## src/rtl/pirq_pkg.sv

```systemverilog
// Shared constants and types for the peripheral interrupt and soft-reset unit.
// Assumes a byte-addressed register map with 32-bit registers.
package pirq_pkg;
    localparam logic [7:0]  OFS_GIE  = 8'h1C;
    localparam logic [7:0]  OFS_STS  = 8'h20;
    localparam logic [7:0]  OFS_IER  = 8'h28;
    localparam logic [7:0]  OFS_SRST = 8'h40;
    localparam logic [31:0] SRST_KEY = 32'h0000_000A;
    localparam int unsigned GIE_BIT  = 31;

    // Decoded write strobes, one per register.
    typedef struct packed {
        logic gie;
        logic sts;
        logic ier;
        logic srst;
    } wr_sel_t;
endpackage

```

## src/rtl/pirq_edge_det.sv

```systemverilog
// Rising-edge detector, one flop per event line.
// Assumes inputs are synchronous to clk. Its history is not cleared by soft reset,
// so a level still held high does not re-fire afterwards.
module pirq_edge_det #(
    parameter int unsigned W = 7
) (
    input  logic         clk,
    input  logic         rst_n,
    input  logic [W-1:0] lvl_i,
    output logic [W-1:0] rise_o
);
    logic [W-1:0] lvl_q;

    for (genvar k = 0; k < W; k++) begin : g_bit
        // Remember the previous level of line k.
        always_ff @(posedge clk) begin
            if (!rst_n) lvl_q[k] <= 1'b0;
            else        lvl_q[k] <= lvl_i[k];
        end
        assign rise_o[k] = lvl_i[k] & ~lvl_q[k];
    end
endmodule

```

## src/rtl/pirq_status.sv

```systemverilog
// Sticky status bits with write-one-to-clear.
// Set has priority over clear; soft clear has priority over both.
module pirq_status #(
    parameter int unsigned W = 7
) (
    input  logic         clk,
    input  logic         rst_n,
    input  logic         soft_clr_i,
    input  logic [W-1:0] rise_i,
    input  logic         clr_we_i,
    input  logic [W-1:0] clr_mask_i,
    output logic [W-1:0] sts_o
);
    for (genvar k = 0; k < W; k++) begin : g_bit
        // Hold bit k until it is acknowledged, re-arm on a new edge.
        always_ff @(posedge clk) begin
            if (!rst_n || soft_clr_i)
                sts_o[k] <= 1'b0;
            else if (rise_i[k])
                sts_o[k] <= 1'b1;
            else if (clr_we_i && clr_mask_i[k])
                sts_o[k] <= 1'b0;
        end
    end
endmodule

```

## src/rtl/pirq_srst_gen.sv

```systemverilog
// Reset pulse stretcher: after a fire request, holds pulse_o high for LEN cycles.
// A new request during a pulse restarts the count.
module pirq_srst_gen #(
    parameter int unsigned LEN = 4
) (
    input  logic clk,
    input  logic rst_n,
    input  logic fire_i,
    output logic pulse_o
);
    localparam int unsigned CNT_W = $clog2(LEN + 1);

    logic [CNT_W-1:0] cnt_q;

    // Count down the remaining pulse cycles.
    always_ff @(posedge clk) begin
        if (!rst_n)
            cnt_q <= '0;
        else if (fire_i)
            cnt_q <= CNT_W'(LEN);
        else if (cnt_q != '0)
            cnt_q <= cnt_q - CNT_W'(1);
    end

    assign pulse_o = (cnt_q != '0);
endmodule

```

## src/rtl/periph_irq_ctrl.sv

```systemverilog
// Interrupt aggregation and software reset for a serial peripheral core.
// Decodes a 32-bit register bus, latches event edges, masks them into irq_o,
// and issues a reset pulse on the key write. Reads are combinational.
module periph_irq_ctrl #(
    parameter int unsigned ADDR_W     = 8,
    parameter int unsigned NUM_EVT    = 7,
    parameter int unsigned RST_CYCLES = 4
) (
    input  logic               clk,
    input  logic               rst_n,
    input  logic               reg_wr_en,
    input  logic [ADDR_W-1:0]  reg_addr,
    input  logic [31:0]        reg_wdata,
    output logic [31:0]        reg_rdata,
    input  logic [NUM_EVT-1:0] evt_i,
    output logic               irq_o,
    output logic               core_rst_o
);
    import pirq_pkg::*;

    wr_sel_t            sel;
    logic               key_hit;
    logic               gie_q;
    logic [NUM_EVT-1:0] ier_q;
    logic [NUM_EVT-1:0] sts_q;
    logic [NUM_EVT-1:0] rise;

    // Decode the write strobe per register.
    always_comb begin
        sel.gie  = reg_wr_en && (reg_addr == ADDR_W'(OFS_GIE));
        sel.sts  = reg_wr_en && (reg_addr == ADDR_W'(OFS_STS));
        sel.ier  = reg_wr_en && (reg_addr == ADDR_W'(OFS_IER));
        sel.srst = reg_wr_en && (reg_addr == ADDR_W'(OFS_SRST));
    end

    assign key_hit = sel.srst && (reg_wdata == SRST_KEY);

    // Global and per-source enable registers.
    always_ff @(posedge clk) begin
        if (!rst_n || key_hit) begin
            gie_q <= 1'b0;
            ier_q <= '0;
        end else begin
            if (sel.gie) gie_q <= reg_wdata[GIE_BIT];
            if (sel.ier) ier_q <= reg_wdata[NUM_EVT-1:0];
        end
    end

    pirq_edge_det #(.W(NUM_EVT)) u_edge (
        .clk    (clk),
        .rst_n  (rst_n),
        .lvl_i  (evt_i),
        .rise_o (rise)
    );

    pirq_status #(.W(NUM_EVT)) u_sts (
        .clk        (clk),
        .rst_n      (rst_n),
        .soft_clr_i (key_hit),
        .rise_i     (rise),
        .clr_we_i   (sel.sts),
        .clr_mask_i (reg_wdata[NUM_EVT-1:0]),
        .sts_o      (sts_q)
    );

    pirq_srst_gen #(.LEN(RST_CYCLES)) u_srst (
        .clk     (clk),
        .rst_n   (rst_n),
        .fire_i  (key_hit),
        .pulse_o (core_rst_o)
    );

    // Read multiplexer; reset register and holes read zero.
    always_comb begin
        reg_rdata = '0;
        case (reg_addr)
            ADDR_W'(OFS_GIE): reg_rdata[GIE_BIT] = gie_q;
            ADDR_W'(OFS_STS): reg_rdata = 32'(sts_q);
            ADDR_W'(OFS_IER): reg_rdata = 32'(ier_q);
            default:          reg_rdata = '0;
        endcase
    end

    assign irq_o = gie_q & (|(sts_q & ier_q));
endmodule

```

## config.mk

```make
export PLATFORM = sky130hd
export DESIGN_NAME = periph_irq_ctrl
export DESIGN_NICKNAME = d
export VERILOG_FILES = /design/src/rtl/pirq_pkg.sv /design/src/rtl/pirq_edge_det.sv /design/src/rtl/pirq_status.sv /design/src/rtl/pirq_srst_gen.sv /design/src/rtl/periph_irq_ctrl.sv
export SDC_FILE = /design/constraint.sdc
export NUM_CORES = 1
export LEC_CHECK = 0
export BUFFER_PORTS_ARGS = -buffer_cell sky130_fd_sc_hd__buf_4
export CAP_MARGIN = 20
export CORE_ASPECT_RATIO = 1.25
export CORE_MARGIN = 4
export CORE_UTILIZATION = 31
export CTS_CLUSTER_SIZE = 8
export DETAILED_ROUTE_END_ITERATION = 8
export SETUP_SLACK_MARGIN = 0.02
export SYNTH_ARGS = -nofsm -noshare
export SYNTH_HDL_FRONTEND = slang
export SYNTH_SLANG_ARGS = --single-unit
```

## constraint.sdc

```tcl
create_clock -name clk -period 3.5 [get_ports clk]
set_input_delay 0.175 -clock clk [delete_from_list [all_inputs] [get_ports clk]]
set_output_delay 0.175 -clock clk [all_outputs]
set_load 0.01 [all_outputs]
```

==> flow_summary_export.csv, run 1 <==
group,metric,value,unit
status,outcome,"completed",
timing,finalClockSkew,0.0006774,ns
timing,fmax,581.8,MHz
floorplan,coreArea,0.004392,mm²
synthesis,syn_avg_cell_area,8.837,µm²
critical_path,slowest_stage,"nor3b_1",
route,drt-pass1-iter-count,4,
critical_path,cp_max_fo,7,
power_and_ir_drop,p_switching,185.9,µW
clock_network,insertion_delay,0.26,ns
timing,tightest_slew,0.6753,ns
critical_path,critical_path.endpoint_type,"primary output",
critical_path,crit_top_cell,"buf_4",
timing,final-max-slew-violation-count,0,
synthesis,synth_area,0.001405,mm²
critical_path,start_kind,"input port",
placed_design,gp_congestion,0.7629,
worst_hold_path,hp-class,"input port to register",
global_route,grt_max_degree,18,
synthesis,synth_top_area_frac,0.3562,
synthesis,yosysUniqueCellTypes,34,
clock_network,htree_levels,1,
critical_path,crit_type,"input port to primary output",
global_route,grt-ovfl-total,0,
synthesis,synthSimpleGateAreaFrac,0.2306,
route,via_per_inst,4.319,
floorplan,start_util,0.3199,
global_route,grt_usage,0.1137,
route,drt-total-wl,3.186,mm
critical_path,cpLargestDelayFamily,"simple AND/OR/NAND/NOR gates",
timing,finalHoldViolations,0,
timing,timing.hold.ws,0.1231,ns
floorplan,ios,84,
timing,fin_crit,1.719,ns
synthesis,synth_xor_area_frac,0.006233,
synthesis,yosys-top-cells-area,"dfxtp_1 36%, buf_4 13%, mux2i_1 5.7%",
critical_path,critPathRequiredTime,3.32,ns
final_layout,drive_gt1_frac,0.3073,
timing,max-slew-margin-rel,0.5498,
route,drc_errors,0,
synthesis,synth-seq-cells,25,
final_layout,nets,272,
critical_path,cp_cell_sequence,"buf_4 -> nor3b_1 -> nand2_1 -> nor2_1 -> a22o_1 -> buf_4",
clock_network,clk_pin_slew_worst_paths,0.08,ns
clock_network,clk_path_buf_depth,2,
route,wire_per_inst,11.54,µm
floorplan,die_area,0.005680,mm²
clock_network,cts_hold_buf,0,
power_and_ir_drop,p_per_area,362.9,mW/mm²
synthesis,muxShareOfSynthArea,0.05699,
clock_network,cts_made_buffers,3,
clock_network,clkSinkCount,25,
global_route,grt_pass1_wl,5.126,mm
floorplan,die_x,68.22,µm
clock_network,cts_root_buf,"clkbuf_8",
timing,setup_viol,0,
route,ant_nets,0,
timing,rsz0062_at_grt,"no",
final_layout,insertedDiodeCount,0,
route,num_vias,1192,
placed_design,hpwl,2.734,mm
critical_path,cp_num_buf_inv,2,
clock_network,cts_resized,0,
timing,setup_tns,0,ns
floorplan,die_y,83.27,µm
clock_network,cts_tree,"yes",
flow_run,max_cap_viol_count,0,
synthesis,yosys.area_share.adder,0.02671,
synthesis,synth_compound_area_frac,0.1434,
synthesis,seq_area_frac_synth,0.3562,
final_layout,postLayoutCoreUtil,0.4217,
power_and_ir_drop,finalPower,671.9,µW
synthesis,yosysTopAreaCell,"dfxtp_1",
synthesis,ys_warn_count,0,
synthesis,synth_top_family_by_area,"simple AND/OR/NAND/NOR gates",
clock_network,cts_post_setup_buffers_inserted,0,
power_and_ir_drop,p_comb_frac,0.280,
route,first_iter_violations,11,
global_route,antenna_found_initial,0,
critical_path,crit_arrival,1.54,ns
power_and_ir_drop,intPower,486.1,µW
power_and_ir_drop,leakagePower,0.0008936,µW
power_and_ir_drop,p_sw_frac,0.2766,
final_layout,area_growth,31.79,%
final_layout,final_common_cell,"buf_4",
synthesis,synthCells,159,
placed_design,portBuffers,59,
final_layout,layout_common_cells,"59 x buf_4, 25 x dfxtp_1, 24 x conb_1",
global_route,grt_pass1_vias,1150,
final_layout,n_fill_cell,454,
final_layout,multi_input_area,742.0,µm²
power_and_ir_drop,pwr-share-clk,0.239,
power_and_ir_drop,pwr-share-seq,0.481,
final_layout,seq_area,500.5,µm²
critical_path,slowest_delay,0.40,ns
timing,final.period_utilization,0.4911,
power_and_ir_drop,ir_drop,0.1944,mV
floorplan,row_count,27,
==> power groups by stage <==
| stage | logic, µW | clock network [µW] | registers (µW) |
|---|---|---|---|
| floorplan | 132 | 0 | 326 |
| global placement | 188 | 0 | 330 |
| detailed placement | 190 | 0 | 331 |
| CTS | 191 | 166 | 324 |
| global route | 218 | 181 | 327 |
| finish | 188 | 160 | 323 |
==> through the flow <==
stage          area (µm²)  setup slack, ns  std cells
2_1_floorplan        1491            2.166        182
3_3_place_gp         1807            1.652        272
3_5_place_dp         1807            1.619        272
4_1_cts              1852            1.787        276
5_1_grt              1852            1.614        276
6_report             1852            1.781        276
==> routing by layer <==
layer | wire, µm | up-vias | global-route usage | part of all wire
li1 | - | 624 | - | -
met1 | 1392 | 508 | 0.1594 | 0.44
met2 | 1459 | 56 | 0.1719 | 0.46
met3 | 296 | 4 | 0.02030 | 0.093
met4 | 38 | 0 | 0.03797 | 0.012
met5 | 0 | - | 0 | 0
==> cell families after synthesis <==
kind of cell	count (synthesis)
AO/OA/AOI/OAI	29
XOR/XNOR	1
adder cells (fa/ha/maj)	3
buffers and inverters	40
flip-flops	25
multiplexers	8
other	1
AND/OR/NAND/NOR	52
==> flip-flops by register name (all words and copies together) (netlist names) <==
register,flops
ier_q,7
u_srst.cnt_q,3
u_edge.lvl_q,7
u_sts.sts_o,7
gie_q,1
==> final timing paths <==
path | start | to | slack, ns | cells past startpoint
setup / recovery | reg_addr[1] | reg_rdata[5] | 1.78 | 6
setup reg to reg | u_srst.cnt_q[0]$_SDFFE_PP0P_ | u_srst.cnt_q[2]$_SDFFE_PN0P_ | 2.19 | 6
hold / removal | evt_i[1] | u_edge.lvl_q[1]$_SDFF_PN0_ | 0.12 | 2
hold reg to reg | u_edge.lvl_q[3]$_SDFF_PN0_ | u_sts.sts_o[3]$_SDFFE_PP0P_ | 0.48 | 2
==> synth_stat cells <==
library cell / number
a222oi_1: 1
mux2i_1: 8
nor3_1: 2
o21a_1: 1
nor4b_2: 1
nand3_1: 2
nor4_1: 5
a22o_1: 7
nand3_2: 1
nor3b_1: 1
buf_2: 1
o21ai_0: 7
a22oi_1: 2
a31oi_1: 1
nor4b_1: 3
conb_1: 1
nor4bb_1: 1
and2_1: 7
and2_2: 1
nand4_1: 3
o31ai_4: 1
buf_4: 24
nand2_1: 1
xor2_1: 1
nor2_1: 15
ha_1: 3
nand2b_1: 7
inv_1: 13
a21oi_1: 9
buf_6: 1
clkbuf_1: 1
nand4b_1: 1
nor4_4: 1
dfxtp_1: 25
==> worst register-to-register path, stage by stage (launching register included) <==
cell,delay (ns)
dfxtp_1,0.35
inv_1,0.05
ha_1,0.20
ha_1,0.27
nor2_1,0.12
a21oi_1,0.05
o21a_1,0.17
==> cell type report <==
class	instances	share of cell area
Clock buffer	4	0.02432
Sequential cell	25	0.2703
Tap cell	58	0.03919
Timing Repair Buffer	59	0.2392
Multi-Input combinational cell	117	0.4007
Inverter	13	0.02635
Note: power is estimated with default switching activity, not from simulation.
==> run 2: changes to the inputs <==
==> constraint.sdc (replaced) <==
create_clock -name clk -period 1.7 [get_ports clk]
set_input_delay 0.085 -clock clk [delete_from_list [all_inputs] [get_ports clk]]
set_output_delay 0.085 -clock clk [all_outputs]
set_load 0.01 [all_outputs]
==> flow_summary_export.csv, run 2 (synthesis results as in run 1) <==
group,metric,value,unit
final_layout,final_common_cell,"buf_4",
clock_network,htree_levels,1,
status,outcome,"completed",
floorplan,start_util,0.3199,
floorplan,die_area,0.005680,mm²
timing,fmax,710.4,MHz
critical_path,critical_path.endpoint_type,"primary output",
clock_network,clk_path_buf_depth,2,
power_and_ir_drop,pwr-share-clk,0.243,
final_layout,top_regs,"ier_q (7), u_edge.lvl_q (7), u_sts.sts_o (7)",
timing,final.period_utilization,0.8280,
timing,final-max-slew-violation-count,0,
critical_path,cp_max_fo,6,
final_layout,layout_common_cells,"64 x buf_4, 25 x dfxtp_1, 24 x conb_1",
final_layout,drive_gt1_frac,0.3229,
timing,finalHoldViolations,0,
final_layout,area_growth,34.46,%
global_route,antenna_found_initial,0,
timing,setup_tns,0,ns
clock_network,cts_tree,"yes",
clock_network,cts_root_buf,"clkbuf_8",
timing,rsz0062_at_grt,"no",
global_route,grt_usage,0.1172,
route,drc_errors,0,
critical_path,critPathRequiredTime,1.62,ns
final_layout,insertedDiodeCount,0,
power_and_ir_drop,leakagePower,0.0009181,µW
route,ant_nets,0,
power_and_ir_drop,p_switching,389.8,µW
floorplan,coreArea,0.004392,mm²
clock_network,clkSinkCount,25,
power_and_ir_drop,pwr-share-seq,0.477,
route,via_per_inst,4.395,
timing,fin_crit,1.408,ns
timing,finalClockSkew,0.0006952,ns
route,first_iter_violations,18,
critical_path,cp_cell_sequence,"inv_1 -> ha_1 -> ha_1 -> inv_1 -> buf_4",
critical_path,crit_arrival,1.32,ns
floorplan,die_x,68.22,µm
timing,timing.hold.ws,0.02798,ns
clock_network,cts_made_buffers,3,
placed_design,hpwl,2.812,mm
critical_path,slowest_delay,0.35,ns
power_and_ir_drop,ir_drop,0.3942,mV
placed_design,portBuffers,59,
global_route,grt_max_degree,14,
clock_network,cts_hold_buf,0,
clock_network,cts_post_setup_buffers_inserted,0,
power_and_ir_drop,p_comb_frac,0.280,
global_route,grt-ovfl-total,0,
route,drt-pass1-iter-count,4,
route,num_vias,1235,
timing,setup_viol,0,
power_and_ir_drop,intPower,1005,µW
critical_path,slowest_stage,"dfxtp_1",
final_layout,stdcell_count,281,
clock_network,cts_resized,0,
floorplan,row_count,27,
floorplan,die_y,83.27,µm
final_layout,nets,277,
power_and_ir_drop,p_per_area,738.4,mW/mm²
worst_hold_path,hp-class,"input port to register",
critical_path,crit_type,"register to primary output",
route,drt-total-wl,3.217,mm
clock_network,clk_pin_slew_worst_paths,0.08,ns
flow_run,max_cap_viol_count,0,
power_and_ir_drop,p_sw_frac,0.2795,
placed_design,placedCellCount,277,
floorplan,ios,84,
power_and_ir_drop,finalPower,1395,µW
critical_path,start_kind,"register",
route,wire_per_inst,11.45,µm
clock_network,insertion_delay,0.26,ns
final_layout,postLayoutCoreUtil,0.4302,
global_route,grt_pass1_wl,5.181,mm
global_route,grt_pass1_vias,1178,
placed_design,gp_congestion,0.7865,
## run 2: cell types whose count changed in the layout (fill, tap and decap cells not counted)
cell | before | now
buf_4 | 59 | 64
## run 2: layout make-up
class	count	area [µm²]
tap	58	72.57
fill	468	2502
timing repair buffer	64	480.5
sequential	25	500.5
inverter	13	48.80
clock buffer	4	45.04
multi-input combinational	117	742.0
## run 2: worst paths after layout
check / from / slack [ns] / endpoint / cells after the start
worst max-delay path: u_srst.cnt_q[0]$_SDFFE_PP0P_ / 0.29 / core_rst_o / 5
worst min register to register: u_edge.lvl_q[4]$_SDFF_PN0_ / 0.48 / u_sts.sts_o[4]$_SDFFE_PP0P_ / 2
worst max register to register: u_srst.cnt_q[0]$_SDFFE_PP0P_ / 0.39 / u_srst.cnt_q[2]$_SDFFE_PN0P_ / 6
worst min-delay path: evt_i[6] / 0.03 / u_edge.lvl_q[6]$_SDFF_PN0_ / 2
## run 2: per-stage QoR
step / setup slack, ns / cell area, µm²
final: 0.2924 / 1889
after global routing: 0.1614 / 1889
after CTS: 0.2670 / 1889
after detailed placement: 0.1948 / 1844
after global placement: 0.2616 / 1844
after floorplan: 0.4560 / 1491
## run 2: layer usage
layer,vias to the layer above,global-route usage,part of all wire
li1,631,-,-
met1,542,0.1482,0.40
met2,57,0.1904,0.48
met3,5,0.02030,0.10
met4,0,0.04882,0.018
met5,-,0,0
## run 2: power groups by stage
| stage | Clock (µW) | Combinational, µW | Sequential (µW) |
|---|---|---|---|
| 4_1_cts | 348 | 399 | 666 |
| 3_3_place_gp | 0 | 392 | 680 |
| 5_1_grt | 381 | 458 | 673 |
| 2_1_floorplan | 0 | 271 | 672 |
| 6_report | 339 | 391 | 666 |
| 3_5_place_dp | 0 | 398 | 681 |
## run 2: critical path: cells and delay by family, from the launching register on
kind	cells	cell delay (ns)
fa+ha+maj	2	0.48
buf+inv	3	0.23
flops	1	0.35
==> run 3: changes to the inputs <==
==> constraint.sdc (replaced) <==
create_clock -name clk -period 1.2 [get_ports clk]
set_input_delay 0.06 -clock clk [delete_from_list [all_inputs] [get_ports clk]]
set_output_delay 0.06 -clock clk [all_outputs]
set_load 0.01 [all_outputs]
==> flow_summary_export.csv, run 3 (synthesis results as in run 1) <==
group,metric,value,unit
status,outcome,"complete, but fails checks",
status,failed_checks,"setup timing",
final_layout,seq_area,504.2,µm²
global_route,grt_pass1_wl,5.671,mm
placed_design,pre_cts_ws,-0.3492,ns
final_layout,n_fill_cell,429,
route,first_iter_violations,28,
worst_hold_path,hp-class,"input port to register",
critical_path,start_kind,"register",
route,drt-total-wl,3.801,mm
final_layout,nets,303,
final_layout,insertedDiodeCount,0,
timing,fin_crit,1.383,ns
clock_network,cts_made_buffers,3,
placed_design,hpwl,2.875,mm
critical_path,cp_cell_sequence,"a222oi_1 -> a31oi_1 -> buf_4",
placed_design,placedCellCount,296,
final_layout,postLayoutCoreUtil,0.5239,
clock_network,cts_tree,"yes",
route,drc_errors,0,
critical_path,slowest_delay,0.42,ns
critical_path,crit_arrival,1.32,ns
clock_network,insertion_delay,0.26,ns
critical_path,cpLargestDelayFamily,"compound AO/OA/AOI/OAI gates",
timing,fmax,723.2,MHz
power_and_ir_drop,ir_drop,0.7242,mV
clock_network,clk_path_buf_depth,2,
clock_network,htree_levels,1,
critical_path,rr_worst_depth,6,
power_and_ir_drop,finalPower,2475,µW
final_layout,stdcell_count,307,
power_and_ir_drop,p_per_area,1076,mW/mm²
critical_path,critPathRequiredTime,1.14,ns
route,via_per_inst,4.453,
final_layout,area_growth,63.76,%
final_layout,drive_gt1_frac,0.4900,
floorplan,start_util,0.3199,
timing,finalWorstSetupSlack,-0.1827,ns
worst_hold_path,whs_path_depth,2,
route,ant_nets,0,
final_layout,final_common_cell,"buf_4",
route,wire_per_inst,12.38,µm
floorplan,die_x,68.22,µm
final_layout,multi_input_area,908.4,µm²
power_and_ir_drop,leakagePower,0.001083,µW
floorplan,die_y,83.27,µm
flow_run,max_cap_viol_count,0,
global_route,grt-ovfl-total,0,
global_route,grt_usage,0.1260,
floorplan,coreArea,0.004392,mm²
floorplan,row_count,27,
timing,finalHoldViolations,0,
timing,setup_tns,-0.1873,ns
route,num_vias,1367,
final_layout,layout_common_cells,"78 x buf_4, 24 x conb_1, 22 x dfxtp_1",
critical_path,slowest_stage,"a222oi_1",
clock_network,clk_pin_slew_worst_paths,0.08,ns
timing,final-max-slew-violation-count,0,
global_route,antenna_found_initial,0,
timing,final.period_utilization,1.152,
floorplan,die_area,0.005680,mm²
route,drt-pass1-iter-count,6,
critical_path,crit_type,"register to primary output",
critical_path,cp_num_cells,3,
timing,rsz0062_at_grt,"yes",
placed_design,gp_congestion,0.7671,
timing,setup_viol,3,
clock_network,cts_root_buf,"clkbuf_8",
global_route,grt_max_degree,14,
critical_path,cp_num_buf_inv,1,
final_layout,top_regs,"ier_q (7), u_edge.lvl_q (7), u_sts.sts_o (7)",
timing,finalClockSkew,0.003047,ns
clock_network,clkSinkCount,25,
critical_path,critical_path.endpoint_type,"primary output",
floorplan,ios,84,
global_route,grt_pass1_vias,1304,
placed_design,portBuffers,59,
critical_path,cp_max_fo,2,
## run 3: cell count changes in the layout (fill, tap and decap cells not counted), sizes merged
| cell | change |
|---|---|
| buf | +24 |
| dlygate4sd3 | +2 |
## run 3: what timing repair did
action	4_1_cts	5_1_grt
hold buffers	1	1
resized for setup	16	31
pin swaps	8	12
setup endpoints to repair	28	28
buffers inserted	4	1
endpoints found under the hold margin	1	1
## run 3: final timing paths
| kind | start | end | slack (ns) |
|---|---|---|---|
| min | evt_i[6] | u_edge.lvl_q[6]$_SDFF_PN0_ | 0.005 |
| max reg2reg | u_srst.cnt_q[0]$_SDFFE_PP0P_ | u_srst.cnt_q[2]$_SDFFE_PN0P_ | 0.03 |
| min reg2reg | u_edge.lvl_q[4]$_SDFF_PN0_ | u_sts.sts_o[4]$_SDFFE_PP0P_ | 0.48 |
| max | ier_q[3]$_SDFFE_PP0P_ | irq_o | -0.18 |
## run 3: final cells by class
| class | instances | area share |
|---|---|---|
| tap | 58 | 0.03154 |
| timing repair buffer | 90 | 0.3138 |
| inverter | 13 | 0.02121 |
| clock buffer | 4 | 0.01958 |
| multi-input combinational | 117 | 0.3948 |
| sequential | 25 | 0.2191 |
## run 3: stage by stage
stage,area [µm²],hold slack [ns]
after floorplan,1500,0.1775
after global placement,1996,0.2735
after detailed placement,1996,0.2769
after CTS,2147,0.001341
after global routing,2301,0.003094
final,2301,0.004593
## run 3: routing by layer
layer | share of wire | wire length, µm | GRT usage
met2 | 0.54 | 2062 | 0.2307
met5 | 0 | 0 | 0
met4 | 0.0050 | 19 | 0.03255
met1 | 0.38 | 1452 | 0.1481
met3 | 0.070 | 267 | 0.01488
## run 3: power breakdown
part / switching [µW] / internal, µW
registers: 48.3 / 910
clock network: 252 / 237
logic: 475 / 553
total: 775 / 1700
